### config.mk
export PLATFORM = sky130hd
export DESIGN_NAME = blk_readback_verify
export DESIGN_NICKNAME = d
export VERILOG_FILES = /design/src/rtl/rbv_pkg.sv /design/src/rtl/rbv_clkgen.sv /design/src/rtl/rbv_seq.sv /design/src/rtl/rbv_rxshift.sv /design/src/rtl/blk_readback_verify.sv
export SDC_FILE = /design/constraint.sdc
export NUM_CORES = 1
export LEC_CHECK = 0
export BUFFER_PORTS_ARGS = -buffer_cell sky130_fd_sc_hd__buf_2
export CELL_PAD_IN_SITES_DETAIL_PLACEMENT = 1
export CELL_PAD_IN_SITES_GLOBAL_PLACEMENT = 2
export CORE_ASPECT_RATIO = 1.2
export CORE_MARGIN = 1.5
export CORE_UTILIZATION = 40
export DETAILED_ROUTE_END_ITERATION = 8
export HOLD_SLACK_MARGIN = 0.08
export PLACE_DENSITY = 0.92
export RECOVER_POWER = 50
export SETUP_SLACK_MARGIN = 0.2
export SLEW_MARGIN = 20
export SYNTH_ARGS = -nofsm -noshare
export SYNTH_HDL_FRONTEND = slang
export SYNTH_HIERARCHICAL = 1
export SYNTH_SLANG_ARGS = --single-unit
export TNS_END_PERCENT = 30
### constraint.sdc
create_clock -name clk -period 5.5 [get_ports clk]
set_input_delay 1.375 -clock clk [delete_from_list [all_inputs] [get_ports clk]]
set_output_delay 1.375 -clock clk [all_outputs]
set_load 0.02 [all_outputs]
### src/rtl/rbv_pkg.sv
package rbv_pkg;

  // Bit-slot groups of one serial read, in wire order.
  typedef enum logic [2:0] {
    F_PFX  = 3'd0,
    F_ADR  = 3'd1,
    F_GAP  = 3'd2,
    F_RX   = 3'd3,
    F_TAIL = 3'd4,
    F_END  = 3'd5
  } rbv_field_e;

  localparam int unsigned GAP_SLOTS  = 2;
  localparam int unsigned RX_SLOTS   = 8;
  localparam int unsigned TAIL_SLOTS = 1;
  localparam int unsigned END_SLOTS  = 1;

  // Number of bit slots in a group.
  function automatic int unsigned field_len(rbv_field_e f, int unsigned pfx_bits,
                                            int unsigned addr_bits);
    case (f)
      F_PFX:   return pfx_bits;
      F_ADR:   return addr_bits;
      F_GAP:   return GAP_SLOTS;
      F_RX:    return RX_SLOTS;
      F_TAIL:  return TAIL_SLOTS;
      default: return END_SLOTS;
    endcase
  endfunction

  // Group that follows a finished group; the closing bit wraps to the prefix.
  function automatic rbv_field_e next_field(rbv_field_e f);
    case (f)
      F_PFX:   return F_ADR;
      F_ADR:   return F_GAP;
      F_GAP:   return F_RX;
      F_RX:    return F_TAIL;
      F_TAIL:  return F_END;
      default: return F_PFX;
    endcase
  endfunction

  // True for groups during which the block owns the data line.
  function automatic logic field_drives(rbv_field_e f);
    return (f != F_RX) && (f != F_TAIL);
  endfunction

  // Increment of the left-justified 8-bit address register per byte.
  function automatic logic [7:0] addr_step(int unsigned addr_bits);
    return 8'(1 << (8 - addr_bits));
  endfunction

endpackage

### src/rtl/rbv_clkgen.sv
module rbv_clkgen #(
  parameter int unsigned HALF_DIV = 2
) (
  input  logic clk,
  input  logic rst_n,
  input  logic run,
  output logic sclk,
  output logic rise_stb,
  output logic slot_end
);
  localparam int unsigned PER = 2 * HALF_DIV;
  localparam int unsigned CW  = (PER > 2) ? $clog2(PER) : 1;

  logic [CW-1:0] div_q;

  always_ff @(posedge clk or negedge rst_n) begin
    if (!rst_n)                      div_q <= '0;
    else if (!run)                   div_q <= '0;
    else if (div_q == CW'(PER - 1))  div_q <= '0;
    else                             div_q <= div_q + CW'(1);
  end

  assign sclk     = run && (div_q >= CW'(HALF_DIV));
  assign rise_stb = run && (div_q == CW'(HALF_DIV - 1));
  assign slot_end = run && (div_q == CW'(PER - 1));

  AST_SCLK_RISES_AFTER_STROBE: assert property (@(posedge clk) disable iff (!rst_n)
    rise_stb |=> sclk);
  AST_SCLK_LOW_AT_SLOT_START: assert property (@(posedge clk) disable iff (!rst_n)
    slot_end |=> !sclk);

endmodule

### src/rtl/rbv_seq.sv
module rbv_seq
  import rbv_pkg::*;
#(
  parameter int unsigned             PFX_BITS  = 4,
  parameter logic [PFX_BITS-1:0]     PFX_CODE  = 4'b1011,
  parameter int unsigned             ADDR_BITS = 7,
  parameter logic                    END_BIT   = 1'b1
) (
  input  logic       clk,
  input  logic       rst_n,
  input  logic       run,
  input  logic       load,
  input  logic       slot_end,
  input  logic [7:0] addr,
  output logic       last_slot,
  output logic       tx_bit,
  output logic       tx_oe,
  output logic       rx_cap_en
);
  localparam int unsigned L01  = (PFX_BITS > ADDR_BITS) ? PFX_BITS : ADDR_BITS;
  localparam int unsigned MAXL = (L01 > RX_SLOTS) ? L01 : RX_SLOTS;
  localparam int unsigned BW   = $clog2(MAXL + 1);

  rbv_field_e    field_q;
  logic [BW-1:0] bit_q;
  int unsigned   cur_len;
  logic          field_end;
  logic [PFX_BITS-1:0] pfx_sh;
  logic [7:0]    adr_sh;

  assign cur_len   = field_len(field_q, PFX_BITS, ADDR_BITS);
  assign field_end = slot_end && (bit_q == BW'(cur_len - 1));
  assign last_slot = field_end && (field_q == F_END);

  always_ff @(posedge clk or negedge rst_n) begin
    if (!rst_n) begin
      field_q <= F_PFX;
      bit_q   <= '0;
    end else if (load) begin
      field_q <= F_PFX;
      bit_q   <= '0;
    end else if (field_end) begin
      field_q <= next_field(field_q);
      bit_q   <= '0;
    end else if (slot_end) begin
      bit_q   <= bit_q + BW'(1);
    end
  end

  // MSB-first selection by shifting rather than variable part-selects.
  assign pfx_sh = PFX_CODE >> (BW'(PFX_BITS - 1) - bit_q);
  assign adr_sh = addr << bit_q;

  always_comb begin
    case (field_q)
      F_PFX:   tx_bit = pfx_sh[0];
      F_ADR:   tx_bit = adr_sh[7];
      F_END:   tx_bit = END_BIT;
      default: tx_bit = 1'b0;
    endcase
  end

  assign tx_oe     = run && field_drives(field_q);
  assign rx_cap_en = run && (field_q == F_RX);

  AST_RX_FOLLOWS_GAP: assert property (@(posedge clk) disable iff (!rst_n)
    ($past(run) && $past(field_q) == F_GAP && field_q != F_GAP) |-> field_q == F_RX);
  AST_PFX_FOLLOWS_END: assert property (@(posedge clk) disable iff (!rst_n)
    ($past(run) && run && $past(field_q) == F_END && field_q != F_END) |-> field_q == F_PFX);

endmodule

### src/rtl/rbv_rxshift.sv
module rbv_rxshift (
  input  logic       clk,
  input  logic       rst_n,
  input  logic       clear,
  input  logic       cap,
  input  logic       din,
  output logic [7:0] byte_o
);
  always_ff @(posedge clk or negedge rst_n) begin
    if (!rst_n)     byte_o <= '0;
    else if (clear) byte_o <= '0;
    else if (cap)   byte_o <= {byte_o[6:0], din};
  end

  AST_RX_MSB_FIRST: assert property (@(posedge clk) disable iff (!rst_n)
    (cap && !clear) |=> (byte_o[0] == $past(din)) && (byte_o[7:1] == $past(byte_o[6:0])));

endmodule

### src/rtl/blk_readback_verify.sv
module blk_readback_verify
  import rbv_pkg::*;
#(
  parameter int unsigned         NUM_BYTES = 128,
  parameter int unsigned         ADDR_BITS = 7,
  parameter int unsigned         PFX_BITS  = 4,
  parameter logic [PFX_BITS-1:0] PFX_CODE  = 4'b1011,
  parameter logic                END_BIT   = 1'b1,
  parameter int unsigned         HALF_DIV  = 2,
  localparam int unsigned        IDXW      = $clog2(NUM_BYTES)
) (
  input  logic            clk,
  input  logic            rst_n,
  input  logic            start_i,
  output logic [IDXW-1:0] exp_idx_o,
  input  logic [7:0]      exp_data_i,
  output logic            sclk_o,
  output logic            sdata_o,
  output logic            sdata_oe_o,
  input  logic            sdata_i,
  output logic            busy_o,
  output logic            done_o,
  output logic            pass_o,
  output logic            fail_o,
  output logic [IDXW-1:0] fail_idx_o,
  output logic [7:0]      fail_byte_o
);
  localparam logic [7:0] STEP = addr_step(ADDR_BITS);

  logic            run_q, done_q, pass_q, fail_q;
  logic [IDXW-1:0] idx_q, fidx_q;
  logic [7:0]      addr_q, fbyte_q;

  // Named internal events.
  logic load, rise_stb, slot_end, last_slot;
  logic tx_bit, tx_oe, rx_cap_en;
  logic byte_done, byte_ok, last_idx, byte_adv;
  logic [7:0] rx_byte;

  assign load      = start_i && !run_q;
  assign byte_done = run_q && last_slot;
  assign byte_ok   = (rx_byte == exp_data_i);
  assign last_idx  = (idx_q == IDXW'(NUM_BYTES - 1));
  assign byte_adv  = byte_done && byte_ok && !last_idx;

  rbv_clkgen #(.HALF_DIV(HALF_DIV)) u_clk (
    .clk      (clk),
    .rst_n    (rst_n),
    .run      (run_q),
    .sclk     (sclk_o),
    .rise_stb (rise_stb),
    .slot_end (slot_end)
  );

  rbv_seq #(
    .PFX_BITS  (PFX_BITS),
    .PFX_CODE  (PFX_CODE),
    .ADDR_BITS (ADDR_BITS),
    .END_BIT   (END_BIT)
  ) u_seq (
    .clk       (clk),
    .rst_n     (rst_n),
    .run       (run_q),
    .load      (load),
    .slot_end  (slot_end),
    .addr      (addr_q),
    .last_slot (last_slot),
    .tx_bit    (tx_bit),
    .tx_oe     (tx_oe),
    .rx_cap_en (rx_cap_en)
  );

  rbv_rxshift u_rx (
    .clk    (clk),
    .rst_n  (rst_n),
    .clear  (load),
    .cap    (rx_cap_en && rise_stb),
    .din    (sdata_i),
    .byte_o (rx_byte)
  );

  always_ff @(posedge clk or negedge rst_n) begin
    if (!rst_n) begin
      run_q   <= 1'b0;
      done_q  <= 1'b0;
      pass_q  <= 1'b0;
      fail_q  <= 1'b0;
      idx_q   <= '0;
      addr_q  <= '0;
      fidx_q  <= '0;
      fbyte_q <= '0;
    end else begin
      done_q <= 1'b0;
      if (load) begin
        run_q  <= 1'b1;
        idx_q  <= '0;
        addr_q <= '0;
        pass_q <= 1'b0;
        fail_q <= 1'b0;
      end else if (byte_done) begin
        if (!byte_ok) begin
          run_q   <= 1'b0;
          fail_q  <= 1'b1;
          fidx_q  <= idx_q;
          fbyte_q <= rx_byte;
          done_q  <= 1'b1;
        end else if (last_idx) begin
          run_q  <= 1'b0;
          pass_q <= 1'b1;
          done_q <= 1'b1;
        end else begin
          idx_q  <= idx_q + IDXW'(1);
          addr_q <= addr_q + STEP;
        end
      end
    end
  end

  assign exp_idx_o   = idx_q;
  assign sdata_oe_o  = tx_oe;
  assign sdata_o     = tx_oe & tx_bit;
  assign busy_o      = run_q;
  assign done_o      = done_q;
  assign pass_o      = pass_q;
  assign fail_o      = fail_q;
  assign fail_idx_o  = fidx_q;
  assign fail_byte_o = fbyte_q;

  AST_DATA_HELD_HIGH: assert property (@(posedge clk) disable iff (!rst_n)
    (sclk_o && $past(sclk_o)) |-> ($stable(sdata_o) && $stable(sdata_oe_o)));
  AST_ADDR_STEP: assert property (@(posedge clk) disable iff (!rst_n)
    byte_adv |=> (addr_q == $past(addr_q) + STEP));
  AST_TURN_IN_LOW: assert property (@(posedge clk) disable iff (!rst_n)
    ($fell(sdata_oe_o) && run_q) |-> !sclk_o);
  AST_IDLE_QUIET: assert property (@(posedge clk) disable iff (!rst_n)
    !run_q |-> (!sclk_o && !sdata_oe_o && !sdata_o));
  AST_PASS_FAIL_EXCL: assert property (@(posedge clk) disable iff (!rst_n)
    !(pass_o && fail_o));
  AST_DONE_PULSE: assert property (@(posedge clk) disable iff (!rst_n)
    done_o |=> !done_o);
  AST_START_IGNORED: assert property (@(posedge clk) disable iff (!rst_n)
    (run_q && start_i && !byte_done) |=> run_q);

endmodule

# After elaboration in Yosys (flattened, before gate mapping)
# Index checks and enable logic that the tools add are counted.
# op_classes
n_addsub,6
magnitude_cmp,1
eq_ne,15
shift,2
mux,35
bitwise_logic,3
reduce_logical,24
# op_table
cell,n
two-way mux 8 bit,6
two-way mux 7 bit,4
one-hot mux 4 bit (4 select lines),1
two-way mux 1 bit,15
one-hot mux 3 bit (5 select lines),1
two-way mux 4 bit,3
logical AND 1 bit,11
nonzero test 2 bit,5
AND reduction 3 bit,3
adder 8 x 2 -> 8 bit (second input constant),1
equality test 8 bit,1
left shift 8 x 4 -> 8 bit,1
adder 7 x 1 -> 7 bit (second input constant),1
equality test 7 bit (second input constant),1
equality test 3 x 2 -> 1 bit (second input constant),2
equality test 3 bit (second input constant),2
two-way mux 3 bit,2
!= test 3 x 2 -> 1 bit (second input constant),2
adder 4 x 1 -> 4 bit (second input constant),1
equality test 4 bit,1
two-way mux 2 bit,2
!= test 2 bit (second input constant),2
AND reduction 2 bit,2
>> shifter 4 x 4 -> 1 bit (first input constant),1
14 further kinds,15
# totals
regBits,51
input_bits,12
output_inout_bits,29

# Longest topological paths before layout
# logic_depth
word_depth,9
mapped_depth,13

# Cells and area by module
# Netlist, hierarchy kept.
# by_module_without_submodules
module,instances,cells_per_inst,area_per_inst_um2
blk_readback_verify,1,144,1652.8
rbv_seq,1,67,633.1
rbv_rxshift,1,26,325.3
rbv_clkgen,1,12,133.9

# Worst setup path before layout
# No wires, ideal clock.
# synth_timing
path_type,flip-flop to flip-flop
from,register u_seq.field_q[0]
to,register addr_q[3]
setup_ns,0.120
arrival_time_ns,2.904
required_ns,5.380
path_slack_ns,2.476
stages_incl_launch_ff,14
path_buffers,2
synth_period_minus_slack_ns,3.024
cell_sequence,dfrtp_1 -> buf_2 -> nand2b_1 -> a21o_1 -> ha_1 -> xnor2_1 -> nor3b_1 -> o311a_4 -> and3_1 -> and2_1 -> o21ai_2 -> or3_1 -> buf_2 -> a31o_2
# synth_between
elab_chain_len,9
word_cells_on_any_way,13
cone_classes,1 x add/sub; 5 x eq/ne; 1 x mux; 6 x reduce/logical
# synth_lines
element,line,source
"start, declared",rbv_seq.sv:24,rbv_field_e field_q;
"start signal, assigned",rbv_seq.sv:43,field_q <= next_field(field_q);
equality test 3 x 2 -> 1 bit (tied with other cells),rbv_pkg.sv:21,case (f)
one-hot mux 4 bit (4 select lines),rbv_pkg.sv:21,
subtractor 4 x 1 -> 4 bit,rbv_seq.sv:32,assign field_end = slot_end && (bit_q == BW'(cur_len - 1));
equality test 4 bit,rbv_seq.sv:32,
logical AND 1 bit,rbv_seq.sv:32,
logical AND 1 bit (*),rbv_seq.sv:33,assign last_slot = field_end && (field_q == F_END);
net last_slot,blk_readback_verify.sv:35,"logic load, rise_stb, slot_end, last_slot;"
logical AND 1 bit (*),blk_readback_verify.sv:41,assign byte_done = run_q && last_slot;
nonzero test 2 bit (no line) (*),-,
AND reduction 3 bit (no line) (*),-,
"end signal, assigned",blk_readback_verify.sv:113,addr_q <= addr_q + STEP;
"end, declared",blk_readback_verify.sv:32,"logic [7:0] addr_q, fbyte_q;"
# Mark *: on every way through the listed nets, which the timed path passes. The rest lies on a longest branch.
# A chain may end at the register's enable or synchronous reset.

==> results_dict.tcl <==
set metrics [dict create \
    timing.hold.worst.class "flop to flop" \
    routed_via_density 5.32 \
    critPathBufInv 2 \
    crit_path_max_incr_delay_ns 1.90 \
    coreArea_um2 6530 \
    outcome "finished, violations left" \
    fin_worst_skew_ns 0.00582 \
    cp-start-kind "primary input" \
    dr_total_vias 1962 \
    kind_of_end_point_of_the_critical_path "async pin" \
    grt_max_degree 51 \
    postSynth.topFlopCell "sky130_fd_sc_hd__dfrtp_1" \
    timing.critical_path.fanout_max 50 \
    worst_r2r_path_depth 11 \
    max-vdd-ir-drop_mv 0.211 \
    grt-ovfl-total 0 \
    achievable-frequency_ghz 0.283 \
    criticalPathCategory "primary input to async pin" \
    routabilityCongestion 0.899 \
    synthesis.nets 268 \
    groute.usage.overall_pct 17.5 \
    synth_area_um2 2750 \
    antenna_found_initial 0 \
    clock_tree.buffer_depth 2 \
    cts-buffers-inserted 5 \
    clock_latency_ns 0.30 \
    place_inst 361 \
    drt_pass_1_iters 4 \
    htreeDepth 2 \
    synthesis.area_per_instance_um2 11.0 \
    grt_first_pass_wirelength_mm 10.1 \
    layoutNonFillerInstCount 369 \
    yosys_register_bits 50 \
    share_of_final_layout_standard_cells_stronger_than_drive_strength_1_pct 21.8 \
    cts_root_buffer "sky130_fd_sc_hd__clkbuf_8" \
    synth_cells 249 \
    cts_tree "yes" \
    power_leakage_uw 0.00140 \
    dieHeight_um 93.8 \
    min_period_over_period_pct 64.3 \
    endpoint_of_the_worst_slack_reg_to_reg_timing_path "addr_q[3]$_DFFE_PN0P_" \
    floorplan.rows 32 \
    period_minus_slack_ns 3.54 \
    timing.critical_path.required_ns 5.34 \
    fp.dieW_um 78.6 \
    synthArstFlopShare_pct 100 \
    crit_cells 2 \
    drt-wirelength-per-cell_um 15.6 \
    timing_worst_slew_pin_value_ns 2.69 \
    fin_area_um2 3070 \
    final_number_of_max_transition_violations 51 \
    power_per_cell_area_nw_per_um2 341 \
    floorplan.die_area_um2 7370 \
    synth_warnings 6 \
    tns_ns 0 \
    dpl.hpwl_mm 4.03 \
    r2r_setup_slack_ns 2.13 \
    clock_sinks 50 \
    worst-endpoint-arrival_ns 3.38 \
    sequential_cell_area_fraction_in_the_yosys_report_pct 45.6 \
    placed_area_um2 2980 \
    cts_hold_buffers 0 \
    synth-edff-count 0 \
    ports 41 \
    antenna_left 0 \
    grt_pass1_vias 2041 \
    relSlewSlack_pct -79.6 \
    finish.net_count 302 \
    post_cts.repair.setup_buffers 0 \
    antenna-diode-count 0 \
    cts.reportedPaths.clkPinSlew_ns 0.09 \
    setup_violations 0 \
    crit_slowest_cell "sky130_fd_sc_hd__clkbuf_1" \
    synth_cell_types 52 \
    report.final.hold_viol_count 0 \
    initial_core_util_pct 42.1 \
    grt_setup_unrepaired "no" \
    crit-reg2reg-launch "u_seq/field_q[0]$_DFFE_PN0P_" \
    failed_checks "max-capacitance violations, max-slew violations" \
    port-buffer-count 40 \
    crit_family "buffers and inverters" \
    post-route-drc-count 0 \
    cts_repair_resize_count 0 \
    flow.area_growth_from_synthesis_pct 11.7 \
    timing.critical_path.from "rst_n" \
    path_cells "buf_2 -> clkbuf_1" \
    drtIter0Drc 68 \
    cap_viol_max_count 1 \
    critPathCapture "fail_byte_o[3]$_DFFE_PN0P_" \
    detail_route.wirelength_mm 5.77 \
]
==> how the worst min path moves through the flow <==
stage,startpoint,end,cells past startpoint
2_1_floorplan,u_clk/div_q[0]$_DFF_PN0_,u_clk/div_q[0]$_DFF_PN0_,1
3_3_place_gp,fail_o$_DFFE_PN0P_,fail_o$_DFFE_PN0P_,1
3_5_place_dp,fail_o$_DFFE_PN0P_,fail_o$_DFFE_PN0P_,1
4_1_cts,fail_o$_DFFE_PN0P_,fail_o$_DFFE_PN0P_,1
5_1_grt,fail_byte_o[3]$_DFFE_PN0P_,fail_byte_o[3]$_DFFE_PN0P_,1
6_report,fail_o$_DFFE_PN0P_,fail_o$_DFFE_PN0P_,1
==> sequential cells by signal, indices dropped and copies added, names as in the netlist <==
| signal | count |
|---|---|
| pass_o | 1 |
| u_seq/field_q | 3 |
| addr_q | 7 |
| done_o | 1 |
| u_seq/bit_q | 4 |
| exp_idx_o | 7 |
| fail_idx_o | 7 |
| u_clk/div_q | 2 |
| fail_byte_o | 8 |
| busy_o | 1 |
| u_rx/byte_o | 8 |
| fail_o | 1 |
==> layer usage <==
metal | part of all wire (%) | routed length [um] | GRT usage [%]
met1 | 46 | 2630 | 22.5
met5 | 0 | 0 | 0
met3 | 3.2 | 182 | 3.59
met2 | 50 | 2890 | 29.7
met4 | 1.0 | 59 | 4.91
==> stage by stage <==
stage / setup WS (ns) / total power, uW / hold WS (ns) / util (%)
floorplan: 2.48 / 728 / 0.473 / -
global placement: 2.27 / 786 / 0.463 / 45.7
detailed placement: 2.19 / 799 / 0.460 / 45.7
CTS: 1.99 / 1060 / 0.489 / 47.4
global route: 1.35 / 1120 / 0.529 / 47.0
finish: 1.96 / 1050 / 0.485 / 47.0
==> cell usage in the layout (no fill, tap or decap), drive strengths merged, types with 7 or more instances in the layout <==
cell    synthesis  final
clkbuf          4     18
nand2b         14     14
dfrtp          50     50
mux2i          19     19
nand2          18     18
xnor2          12     12
buf            10     28
mux2           16     16
ha              7      7
nor2           20     20
==> where the power goes <==
part | switching (uW) | internal [uW] | total (uW) | leakage (uW)
clock | 119 | 134 | 253 | 0.0000579
sequential | 83.0 | 414 | 497 | 0.000677
combinational | 157 | 137 | 295 | 0.000666
total | 360 | 685 | 1050 | 0.00140
==> synthesized netlist by cell type, types with 5 or more instances <==
master	count	share of area, %
sky130_fd_sc_hd__nand2b_1	14	3.2
sky130_fd_sc_hd__nand3_1	5	0.91
sky130_fd_sc_hd__mux2i_1	19	6.9
sky130_fd_sc_hd__inv_1	6	0.82
sky130_fd_sc_hd__mux2_2	15	6.2
sky130_fd_sc_hd__xnor2_1	12	3.8
sky130_fd_sc_hd__nor4_1	5	1.1
sky130_fd_sc_hd__nand2_1	18	2.5
sky130_fd_sc_hd__nor2_1	20	2.7
sky130_fd_sc_hd__and2_1	5	1.1
sky130_fd_sc_hd__buf_2	5	0.91
sky130_fd_sc_hd__dfrtp_1	50	46
sky130_fd_sc_hd__ha_1	7	3.2
==> cells by family after synthesis <==
family                     after synthesis  synth area share (%)
buffers and inverters                   20                  3.65
muxes                                   37                  15.5
adders and majority gates                7                  3.19
other                                    1                 0.137
and+or+nand+nor                         91                  17.9
xor gates and xnor gates                15                  4.79
AOI/OAI and AO/OA                       28                  9.21
DFF                                     50                  45.6
==> layout make-up <==
class                      instances  area, um^2
clock buffer                       5        68.8
clock inverter                     3        40.0
fill                             744        3460
inverter                           6        22.5
multi-input combinational        179        1390
sequential                        50        1250
tap                               85         106
timing repair buffer              41         189
Power figures use the tool's default switching activity.
